<file path="src/rtl/simd_alu_pkg.sv">
package simd_alu_pkg;
    typedef enum logic [1:0] {
        LANES_1X32 = 2'd0,
        LANES_2X16 = 2'd1,
        LANES_4X8  = 2'd2
    } lane_mode_e;

    typedef enum logic [2:0] {
        OP_ADD  = 3'd0,
        OP_SUB  = 3'd1,
        OP_AND  = 3'd2,
        OP_OR   = 3'd3,
        OP_XOR  = 3'd4,
        OP_PASS = 3'd5
    } alu_op_e;

    typedef enum logic [1:0] {
        SEL_CARRY = 2'd0,
        SEL_ZERO  = 2'd1,
        SEL_NEG   = 2'd2,
        SEL_NONE  = 2'd3
    } mask_sel_e;
endpackage

</file>
<file path="src/rtl/simd_rotl.sv">
module simd_rotl #(
    parameter int W = 32,
    localparam int RW = $clog2(W)
) (
    input  logic [W-1:0]  din,
    input  logic [RW-1:0] amt,
    output logic [W-1:0]  dout
);
    logic [2*W-1:0] doubled;

    always_comb begin
        doubled = {din, din} << amt;
        dout    = doubled[2*W-1:W];
    end
endmodule

</file>
<file path="src/rtl/simd_slice_alu.sv">
module simd_slice_alu
    import simd_alu_pkg::*;
#(
    parameter int SLICE_W = 8,
    parameter int SLICES  = 4,
    localparam int W      = SLICE_W * SLICES,
    localparam int HALF   = SLICES / 2
) (
    input  logic [1:0]        mode,
    input  logic [2:0]        op,
    input  logic [W-1:0]      a,
    input  logic [W-1:0]      b,
    output logic [W-1:0]      res,
    output logic [SLICES-1:0] cout
);
    logic              is_sub;
    logic [SLICES-1:0] lane_start;
    logic [SLICES-1:0] chain_in;

    assign is_sub = (op == OP_SUB);

    // A slice that opens a lane takes the op carry-in; others ripple.
    always_comb begin
        for (int k = 0; k < SLICES; k++) begin
            case (mode)
                LANES_1X32: lane_start[k] = (k == 0);
                LANES_2X16: lane_start[k] = ((k % HALF) == 0);
                default:    lane_start[k] = 1'b1;
            endcase
        end
    end

    assign chain_in[0] = 1'b0;

    for (genvar k = 0; k < SLICES; k++) begin : g_slice
        logic [SLICE_W-1:0] a_s;
        logic [SLICE_W-1:0] b_s;
        logic [SLICE_W-1:0] b_eff;
        logic               cin;
        logic [SLICE_W:0]   sum;

        assign a_s   = a[k*SLICE_W +: SLICE_W];
        assign b_s   = b[k*SLICE_W +: SLICE_W];
        assign b_eff = is_sub ? ~b_s : b_s;
        assign cin   = lane_start[k] ? is_sub : chain_in[k];
        assign sum   = {1'b0, a_s} + {1'b0, b_eff} + {{SLICE_W{1'b0}}, cin};
        assign cout[k] = sum[SLICE_W];

        if (k < SLICES - 1) begin : g_chain
            assign chain_in[k+1] = sum[SLICE_W];
        end

        always_comb begin
            case (op)
                OP_ADD, OP_SUB: res[k*SLICE_W +: SLICE_W] = sum[SLICE_W-1:0];
                OP_AND:         res[k*SLICE_W +: SLICE_W] = a_s & b_s;
                OP_OR:          res[k*SLICE_W +: SLICE_W] = a_s | b_s;
                OP_XOR:         res[k*SLICE_W +: SLICE_W] = a_s ^ b_s;
                default:        res[k*SLICE_W +: SLICE_W] = b_s;
            endcase
        end
    end
endmodule

</file>
<file path="src/rtl/simd_flag_gen.sv">
module simd_flag_gen
    import simd_alu_pkg::*;
#(
    parameter int SLICE_W = 8,
    parameter int SLICES  = 4,
    localparam int W      = SLICE_W * SLICES,
    localparam int HALF   = SLICES / 2,
    localparam int HW     = HALF * SLICE_W
) (
    input  logic [1:0]        mode,
    input  logic [2:0]        op,
    input  logic [W-1:0]      res,
    input  logic [SLICES-1:0] cout,
    output logic [SLICES-1:0] carry,
    output logic [SLICES-1:0] zero,
    output logic [SLICES-1:0] neg
);
    logic arith;

    assign arith = (op == OP_ADD) || (op == OP_SUB);

    always_comb begin
        carry = '0;
        zero  = '0;
        neg   = '0;
        case (mode)
            LANES_1X32: begin
                carry[0] = cout[SLICES-1];
                zero[0]  = (res == '0);
                neg[0]   = res[W-1];
            end
            LANES_2X16: begin
                for (int l = 0; l < 2; l++) begin
                    carry[l] = cout[l*HALF + HALF - 1];
                    zero[l]  = (res[l*HW +: HW] == '0);
                    neg[l]   = res[l*HW + HW - 1];
                end
            end
            default: begin
                for (int l = 0; l < SLICES; l++) begin
                    carry[l] = cout[l];
                    zero[l]  = (res[l*SLICE_W +: SLICE_W] == '0);
                    neg[l]   = res[l*SLICE_W + SLICE_W - 1];
                end
            end
        endcase
        if (!arith) begin
            carry = '0;
        end
    end
endmodule

</file>
<file path="src/rtl/simd_mask_expand.sv">
module simd_mask_expand
    import simd_alu_pkg::*;
#(
    parameter int SLICE_W = 8,
    parameter int SLICES  = 4,
    localparam int W      = SLICE_W * SLICES,
    localparam int HALF   = SLICES / 2
) (
    input  logic [1:0]        mode,
    input  logic [1:0]        sel,
    input  logic [SLICES-1:0] carry,
    input  logic [SLICES-1:0] zero,
    input  logic [SLICES-1:0] neg,
    output logic [W-1:0]      mask
);
    logic [SLICES-1:0] picked;

    always_comb begin
        case (sel)
            SEL_CARRY: picked = carry;
            SEL_ZERO:  picked = zero;
            SEL_NEG:   picked = neg;
            default:   picked = '0;
        endcase
    end

    for (genvar k = 0; k < SLICES; k++) begin : g_lane
        always_comb begin
            case (mode)
                LANES_1X32: mask[k*SLICE_W +: SLICE_W] = {SLICE_W{picked[0]}};
                LANES_2X16: mask[k*SLICE_W +: SLICE_W] = {SLICE_W{picked[k/HALF]}};
                default:    mask[k*SLICE_W +: SLICE_W] = {SLICE_W{picked[k]}};
            endcase
        end
    end
endmodule

</file>
<file path="src/rtl/simd_alu.sv">
module simd_alu #(
    parameter int SLICE_W = 8,
    parameter int SLICES  = 4,
    localparam int W      = SLICE_W * SLICES,
    localparam int RW     = $clog2(W)
) (
    input  logic              clk,
    input  logic              rst_n,
    input  logic [1:0]        mode,
    input  logic [2:0]        op,
    input  logic [W-1:0]      opa,
    input  logic [W-1:0]      opb,
    input  logic [RW-1:0]     rot_amt,
    input  logic [1:0]        mask_sel,
    output logic [W-1:0]      result,
    output logic [SLICES-1:0] carry_flags,
    output logic [SLICES-1:0] zero_flags,
    output logic [SLICES-1:0] neg_flags,
    output logic [W-1:0]      lane_mask
);
    logic [W-1:0]      b_rot;
    logic [W-1:0]      res_d;
    logic [SLICES-1:0] cout_d;
    logic [SLICES-1:0] carry_d;
    logic [SLICES-1:0] zero_d;
    logic [SLICES-1:0] neg_d;
    logic [1:0]        mode_q;

    simd_rotl #(.W(W)) u_rot (
        .din  (opb),
        .amt  (rot_amt),
        .dout (b_rot)
    );

    simd_slice_alu #(.SLICE_W(SLICE_W), .SLICES(SLICES)) u_alu (
        .mode (mode),
        .op   (op),
        .a    (opa),
        .b    (b_rot),
        .res  (res_d),
        .cout (cout_d)
    );

    simd_flag_gen #(.SLICE_W(SLICE_W), .SLICES(SLICES)) u_flags (
        .mode  (mode),
        .op    (op),
        .res   (res_d),
        .cout  (cout_d),
        .carry (carry_d),
        .zero  (zero_d),
        .neg   (neg_d)
    );

    always_ff @(posedge clk or negedge rst_n) begin
        if (!rst_n) begin
            result      <= '0;
            carry_flags <= '0;
            zero_flags  <= '0;
            neg_flags   <= '0;
            mode_q      <= '0;
        end else begin
            result      <= res_d;
            carry_flags <= carry_d;
            zero_flags  <= zero_d;
            neg_flags   <= neg_d;
            mode_q      <= mode;
        end
    end

    simd_mask_expand #(.SLICE_W(SLICE_W), .SLICES(SLICES)) u_mask (
        .mode  (mode_q),
        .sel   (mask_sel),
        .carry (carry_flags),
        .zero  (zero_flags),
        .neg   (neg_flags),
        .mask  (lane_mask)
    );
endmodule

</file>
<file path="config.mk">
export PLATFORM = sky130hd
export DESIGN_NAME = simd_alu
export DESIGN_NICKNAME = d
export VERILOG_FILES = /design/src/rtl/simd_alu_pkg.sv /design/src/rtl/simd_rotl.sv /design/src/rtl/simd_slice_alu.sv /design/src/rtl/simd_flag_gen.sv /design/src/rtl/simd_mask_expand.sv /design/src/rtl/simd_alu.sv
export SDC_FILE = /design/constraint.sdc
export NUM_CORES = 1
export LEC_CHECK = 0
export ABC_AREA = 1
export BUFFER_PORTS_ARGS = -buffer_cell sky130_fd_sc_hd__buf_2
export CORE_AREA = 2 2 142 116
export CTS_BUF_LIST = sky130_fd_sc_hd__clkbuf_8 sky130_fd_sc_hd__clkbuf_16
export CTS_CLUSTER_SIZE = 8
export DETAILED_ROUTE_END_ITERATION = 12
export DIE_AREA = 0 0 144 118
export PLACE_DENSITY = 0.78
export REMOVE_ABC_BUFFERS = 1
export SLEW_MARGIN = 10
export SYNTH_ARGS = -nofsm -noshare
export SYNTH_HDL_FRONTEND = slang
export SYNTH_SLANG_ARGS = --single-unit
</file>
<file path="constraint.sdc">
create_clock -name clk -period 1.4 [get_ports clk]
set_clock_uncertainty 0.1 [all_clocks]
set_input_delay 0.14 -clock clk [delete_from_list [all_inputs] [get_ports clk]]
set_output_delay 0.14 -clock clk [all_outputs]
set_load 0.005 [all_outputs]
</file>
==> impl_metrics.tcl, run 1 <==
set metrics [dict create \
    status "stopped before the end" \
    stop_stage "5_1_grt" \
    error "[ERROR GRT-0232] Routing congestion too high. Check the congestion heatmap in the GUI." \
    clockRootBuffer "clkbuf_16" \
    grt_max_degree 47 \
    synth_top_cell_area_share_pct 15.1 \
    die_height_microns 118 \
    grt_util_all_layers_pct 81.2 \
    seq_area_frac_synth_pct 14.5 \
    placed_area_sq_um 10900 \
    avgSynthCellArea_sq_um 6.68 \
    grt_overflow_total 188 \
    port_buffers 153 \
    ios 154 \
    synthesis.area_sq_um 7930 \
    start_util_pct 51.0 \
    synth_top_area_cell "nand3_1" \
    synth_cell_type_count 45 \
    synthTopCellsByArea "nand3_1 (15%), dfrtp_1 (15%), ha_1 (15%)" \
    place_hpwl_microns 23100 \
    die_w_microns 144 \
    worst_endpoint "zero_flags[0]$_DFF_PN0_/D" \
    clk_path_buf_depth 2 \
    yosysWarnings 0 \
    worstEndpointType "register data pin" \
    clock_sinks 46 \
    row_count 41 \
    syn-instance-count 1187 \
    cts_buffers 5 \
    gp_congestion 1.01 \
    cts_max_level 2 \
    ys_seq_elements 46 \
]
==> through the flow <==
step                cells  TNS [ns]  util [%]  hold WS [ns]  setup slack, ns
CTS                  1925   -188.66      85.3        0.0493            -6.07
floorplan            1103   -261.80         -        -0.256            -8.15
detailed placement   1779   -213.40      70.3        0.0331            -7.07
global placement     1779   -201.59      70.3        0.0310            -6.73
==> kinds of logic after synthesis <==
logic type	synth area share (%)
buffers and inverters	14.0
DFF	14.5
adders and majority gates	16.3
muxes	0.142
AOI/OAI and AO/OA	9.42
xor gates and xnor gates	3.42
and+or+nand+nor	42.2
==> cells in the mapped netlist (all sizes together) <==
cell,number
buf,77
and2,1
nand2,286
o21bai,2
clkbuf,7
o211ai,2
fa,7
a221oi,4
o22ai,3
or2,3
clkinv,2
ha,92
nand3,301
nor2,48
o2111ai,10
a211oi,14
a21o,1
a21oi,33
nor3,3
dfrtp,46
o32ai,1
o211a,2
mux2,1
a31oi,1
a22oi,2
o21a,1
o21ai,43
a211o,2
inv,149
xor2,31
nand4,12
==> timing repair <==
action | CTS
hold buffers | 2
setup buffers | 141
hold endpoints to repair | 47
setup endpoints to repair | 68
gates resized for setup | 253
cloned | 7
pin swaps | 94
==> metal layers <==
metal  global-route usage (%)  GRT overflow
met5                     39.9             0
met4                     80.8            75
met3                     68.1             9
met2                     94.0            96
met1                     82.0             8
==> run 2, diff against run 1 <==
CORE_AREA = 2 2 144 146   (was 2 2 142 116)
CTS_BUF_LIST = default   (was sky130_fd_sc_hd__clkbuf_8 sky130_fd_sc_hd__clkbuf_16)
CTS_CLUSTER_SIZE = default   (was 8)
DIE_AREA = 0 0 146 148   (was 0 0 144 118)
PLACE_DENSITY = default   (was 0.78)
PLACE_DENSITY_LB_ADDON = 0.15   (was default)
clock period = 1.8 ns   (was 1.4 ns; I/O delays follow)
==> run 2 against run 1 <==
  * The flow now finishes, with violations (setup timing)
  * Synthesized area did not move
  * Synthesized cell count did not move
==> impl_metrics.tcl, run 2 <==
set metrics [dict create \
    status "complete, but fails checks" \
    violations "setup timing" \
    gp_congestion 0.941 \
    drive_above_1_share_pct 52.4 \
    yosysMostFrequentCell "nand3_1" \
    cp_common_cell "nand2_2" \
    synth_top_area_cell "nand3_1" \
    synthTopCellsByArea "nand3_1 (15%), dfrtp_1 (15%), ha_1 (15%)" \
    synthesis.area_sq_um 7930 \
    rsz0062_at_grt "true" \
    grt_max_degree 47 \
    crit_slowest_cell "fa_2" \
    grt_overflow_total 0 \
    muxShareOfSynthArea_pct 0.142 \
    start_util_pct 39.6 \
    cts_buffers 5 \
    stdcell_area_sq_um 12900 \
    critPathLaunchType "primary input" \
    clock_sinks 46 \
    placed_area_sq_um 11400 \
    row_count 52 \
    ys.flop_type "dfrtp_1" \
    worst-slew-pin-transition_ns 0.552 \
    final_cell_mix "buf_4 (398), nand2_1 (198), nand3_1 (197)" \
    drv_slew 0 \
    hold_viol 0 \
    post-route-util_pct 64.6 \
    finalSetupTns_ns -162.16 \
    drtIter0Drc 612 \
    fmax_ghz 0.135 \
    dr_total_vias 10000 \
    synthSimpleGateAreaFrac_pct 42.2 \
    critPathKind "in -> reg" \
    cts_tree "done" \
    die_area_sq_um 21600 \
    drc 0 \
    hp-class "in -> reg" \
    worst_path_largest_cell_delay_ns 0.42 \
    routedWlPerCell_microns 15.6 \
    crit_path_end "zero_flags[0]" \
    power_density_nw_per_um2 557 \
    n_antenna_cell 0 \
    die_height_microns 148 \
    drv_cap 0 \
    synth_xor_area_share_pct 3.42 \
    yosysWarnings 0 \
    path_clk_slew_ns 0.07 \
    clockRootBuffer "clkbuf_16" \
    worst_ep_required_time_ns 1.93 \
    place_hpwl_microns 23600 \
    avgSynthCellArea_sq_um 6.68 \
    port_buffers 153 \
    ios 154 \
    synth-edff-count 0 \
    synth-adder-area-share_pct 16.3 \
    grt_pass1_vias 10000 \
    die_w_microns 146 \
    routed_wl_microns 30700 \
    syn-instance-count 1187 \
    peakVddDrop_v 0.000338 \
    end_kind "register" \
    antenna_found_initial 0 \
    ant_nets 0 \
    max-slew-margin-rel_pct 62.8 \
    p_leak_nw 7.18 \
    dpl_worst_slack_ns -6.46 \
    min_period_ns 7.43 \
    timing.final.crit_share_pct 413 \
    coreArea_sq_um 20000 \
    first_pass_iters 5 \
    grt_util_all_layers_pct 28.6 \
    startpoint "rot_amt[0]" \
    grt_pass1_wl_microns 49900 \
    final_common_cell "buf_4" \
    setup_violations 44 \
    fin_nets 1879 \
    synth_top_cell_area_share_pct 15.1 \
    fin_hold_ws_ns 0.0292 \
    seq_area_frac_synth_pct 14.5 \
    ys_seq_elements 46 \
    synth_cell_type_count 45 \
    vias_per_cell 5.07 \
    syn_to_final_growth_pct 63.2 \
    clk_path_buf_depth 2 \
    synth_common_cells "nand3_1 (239), nand2_1 (233), inv_1 (132)" \
    cts_max_level 2 \
    cp_max_fo 8 \
    regMostFlops "result" \
    critPathArrivalTime_ns 7.56 \
    setup_ws_ns -5.63 \
    largest_reg_flops 32 \
    synth-compound-area-share_pct 9.42 \
    async_flop_share_pct 100 \
    synth_top_family_by_area "simple AND/OR/NAND/NOR gates" \
]
==> run 2: area by class of cell <==
class	instances	area [sq um]
tap	270	338
multi-input combinational	906	6330
timing repair buffer	592	4390
fill	1827	7100
inverter	151	586
sequential	46	1150
clock inverter	3	23.8
clock buffer	5	125
==> run 2: critical path: cells and delay by family <==
| kind | cells | cell delay [ns] |
|---|---|---|
| AND/OR/NAND/NOR | 34 | 2.75 |
| buffers and inverters | 11 | 0.85 |
| adder cells (fa/ha/maj) | 7 | 2.54 |
| AO/OA/AOI/OAI | 10 | 1.21 |
==> run 2: cells by family (layout without fill, tap and decap cells) <==
logic type / after synthesis / count (layout)
XOR/XNOR: 31 / 31
flip-flops: 46 / 46
AO/OA/AOI/OAI: 121 / 121
AND/OR/NAND/NOR: 654 / 654
multiplexers: 1 / 1
adder cells (fa/ha/maj): 99 / 99
buffers and inverters: 235 / 751
==> run 2: how the worst min path moves through the flow <==
stage | startpoint | to | slack (ns) | cells after the start
3_5_place_dp | rst_n | result[1] | 0.20 | 2
3_3_place_gp | rst_n | result[1] | 0.19 | 2
5_1_grt | mode[0] | mode_q[0] | 0.03 | 2
6_report | mode[0] | mode_q[0] | 0.03 | 2
2_1_floorplan | rst_n | carry_flags[0] | -0.22 | 0
4_1_cts | mode[0] | mode_q[0] | 0.005 | 2
==> run 2: layer usage <==
metal	wire length [microns]	track usage [%]	share of wire (%)
met3	1300	2.90	4.2
met5	0	0	0
met4	1370	13.5	4.5
met1	13100	34.2	43
met2	15000	51.8	49
==> run 2: where the power goes <==
| part | internal [mW] | total (mW) | switching, mW |
|---|---|---|---|
| clock | 0.519 | 0.935 | 0.416 |
| combinational | 2.50 | 5.05 | 2.55 |
| sequential | 1.18 | 1.21 | 0.0388 |
| total | 4.20 | 7.20 | 3.01 |
==> run 2: per-stage QoR <==
| stage | power, mW | std cells |
|---|---|---|
| floorplan | 3.17 | 1103 |
| global placement | 5.32 | 1887 |
| detailed placement | 5.38 | 1887 |
| CTS | 7.06 | 2010 |
| global route | 7.77 | 1973 |
| finish | 7.20 | 1973 |
==> run 2: timing repair <==
item                                   4_1_cts  5_1_grt
endpoints found under the hold margin       46        0
resized for setup                          144       87
pin swaps                                   53       65
cloned                                       2        0
buffers inserted                           118       22
hold buffers                                 1        0
setup endpoints to repair                   60       62
(Power assumes the default switching activity.)
==> run 3, diff against run 2 <==
CORE_AREA = 4 4 146 148   (was 2 2 144 146)
DIE_AREA = 0 0 150 152   (was 0 0 146 148)
==> run 3 against run 2 <==
  * The run still ends with setup timing left
  * Power is 0.81% higher
  * Die area grew 5.5%
  * Core utilization increased by 0.27 points
  * Sequential power hardly changed
  * Via count is 3.1% lower
  * Cell area grew 0.43%
  * Global-route usage fell by 4.9 points
  * Hold slack better by 0.058 ns
  * First-iteration DRC count fell by 8.0%
  * Critical endpoint unchanged
  * Largest power group unchanged
==> impl_metrics.tcl, run 3 (synthesized netlist as in run 2, its figures left out) <==
set metrics [dict create \
    drv_slew 0 \
    peakVddDrop_v 0.000496 \
    drc 0 \
    multi_input_comb_area_sq_um 6630 \
    p_leak_nw 7.07 \
    routedWlPerCell_microns 15.6 \
    violations "setup timing" \
    power_density_nw_per_um2 559 \
    cts_max_level 2 \
    largest_reg_flops 32 \
    gp_congestion 0.963 \
    crit_slowest_cell "fa_2" \
    holdPathStages 2 \
    regArea_sq_um 1150 \
    die_w_microns 150 \
    worst-slew-pin-transition_ns 0.566 \
    final_cell_mix "buf_4 (334), nand2_1 (194), nand3_1 (167)" \
    drtIter0Drc 563 \
    hp-class "in -> reg" \
    worst_path_largest_cell_delay_ns 0.41 \
    min_period_ns 7.42 \
    grt_overflow_total 0 \
    fmax_ghz 0.135 \
    final_common_cell "buf_4" \
    worst_ep_required_time_ns 1.93 \
    end_kind "register" \
    fin_nets 1813 \
    ios 154 \
    regMostFlops "result" \
    dpl_worst_slack_ns -6.55 \
    vias_per_cell 5.08 \
    drive_above_1_share_pct 51.9 \
    path_clk_slew_ns 0.07 \
    grt_pass1_wl_microns 44100 \
    setup_ws_ns -5.62 \
    dr_total_vias 9696 \
    fin_hold_ws_ns 0.0875 \
    grt_util_all_layers_pct 23.7 \
    hold_viol 0 \
    place_hpwl_microns 23700 \
    hold_start "mode[1]" \
    critical_path.top_delay_family "simple AND/OR/NAND/NOR gates" \
    grt_pass1_vias 8881 \
    cp.buffers_inverters 8 \
    coreArea_sq_um 20000 \
    cp_common_cell "nand3_2" \
    timing.final.crit_share_pct 412 \
    max-slew-margin-rel_pct 62.3 \
    ant_nets 0 \
    antenna_found_initial 0 \
    start_util_pct 39.6 \
    power_mw 7.26 \
    die_area_sq_um 22800 \
    critPathLaunchType "primary input" \
    clockRootBuffer "clkbuf_16" \
    cts_tree "done" \
    critPathArrivalTime_ns 7.55 \
    grt_max_degree 47 \
    die_height_microns 152 \
    critPathKind "in -> reg" \
    hold_path_end "mode_q[1]" \
    cts_buffers 5 \
    row_count 52 \
    port_buffers 153 \
    first_pass_iters 5 \
    clk_path_buf_depth 2 \
    finalSetupTns_ns -154.09 \
    status "complete, but fails checks" \
    rsz0062_at_grt "true" \
    cp_max_fo 6 \
    drv_cap 0 \
    clock_sinks 46 \
    routed_wl_microns 29800 \
    n_antenna_cell 0 \
    syn_to_final_growth_pct 63.9 \
    setup_violations 68 \
    fillers 1807 \
]
-- run 3: changes by cell type in the layout (fill, tap and decap cells not counted), sizes merged, moves of 2 or more --
cell / before / now
bufinv: 0 / 2
clkinvlp: 2 / 0
clkbuf: 5 / 10
buf: 591 / 519
-- run 3: worst max-delay path by stage --
stage,start,cells after the start,slack [ns],to
floorplan,op[1],53,-7.79,zero_flags[0]
global placement,rot_amt[0],58,-6.26,zero_flags[0]
detailed placement,rot_amt[0],58,-6.55,zero_flags[0]
CTS,rot_amt[0],62,-5.63,zero_flags[0]
global route,rot_amt[0],59,-6.14,zero_flags[1]
finish,rot_amt[0],58,-5.62,zero_flags[0]
-- run 3: layout make-up --
cell class	count	share of cell area [%]
Timing Repair Buffer	526	31.5
Clock inverter	3	0.529
Tap cell	270	2.60
Inverter	151	4.51
Clock buffer	5	0.963
Multi-Input combinational cell	906	51.0
Sequential cell	46	8.86
-- run 3: report_power, final --
part	total [mW]	switching [mW]	internal [mW]
registers	1.22	0.0394	1.18
logic	4.84	2.48	2.35
clock network	1.21	0.414	0.798
total	7.26	2.93	4.33
-- run 3: repair_timing --
action | in CTS | in global routing
gates cloned | 0 | 5
hold endpoints to repair | 47 | 0
gates resized for setup | 36 | 257
setup buffers | 2 | 30
hold buffers | 2 | 0
setup endpoints to repair | 60 | 68
pin swaps | 15 | 79
-- run 3: stage by stage --
stage | util [%] | instances | instance area, sq um
floorplan | - | 1103 | 7400
global placement | 55.9 | 1861 | 11200
detailed placement | 55.9 | 1861 | 11200
CTS | 57.5 | 1873 | 11500
global route | 64.9 | 1907 | 13000
finish | 64.9 | 1907 | 13000
-- run 3: per-layer routing --
metal / track usage, % / share of wire, %
met3: 2.20 / 4.6
met5: 0 / 0
met1: 31.4 / 43
met2: 41.1 / 49
met4: 6.62 / 2.8
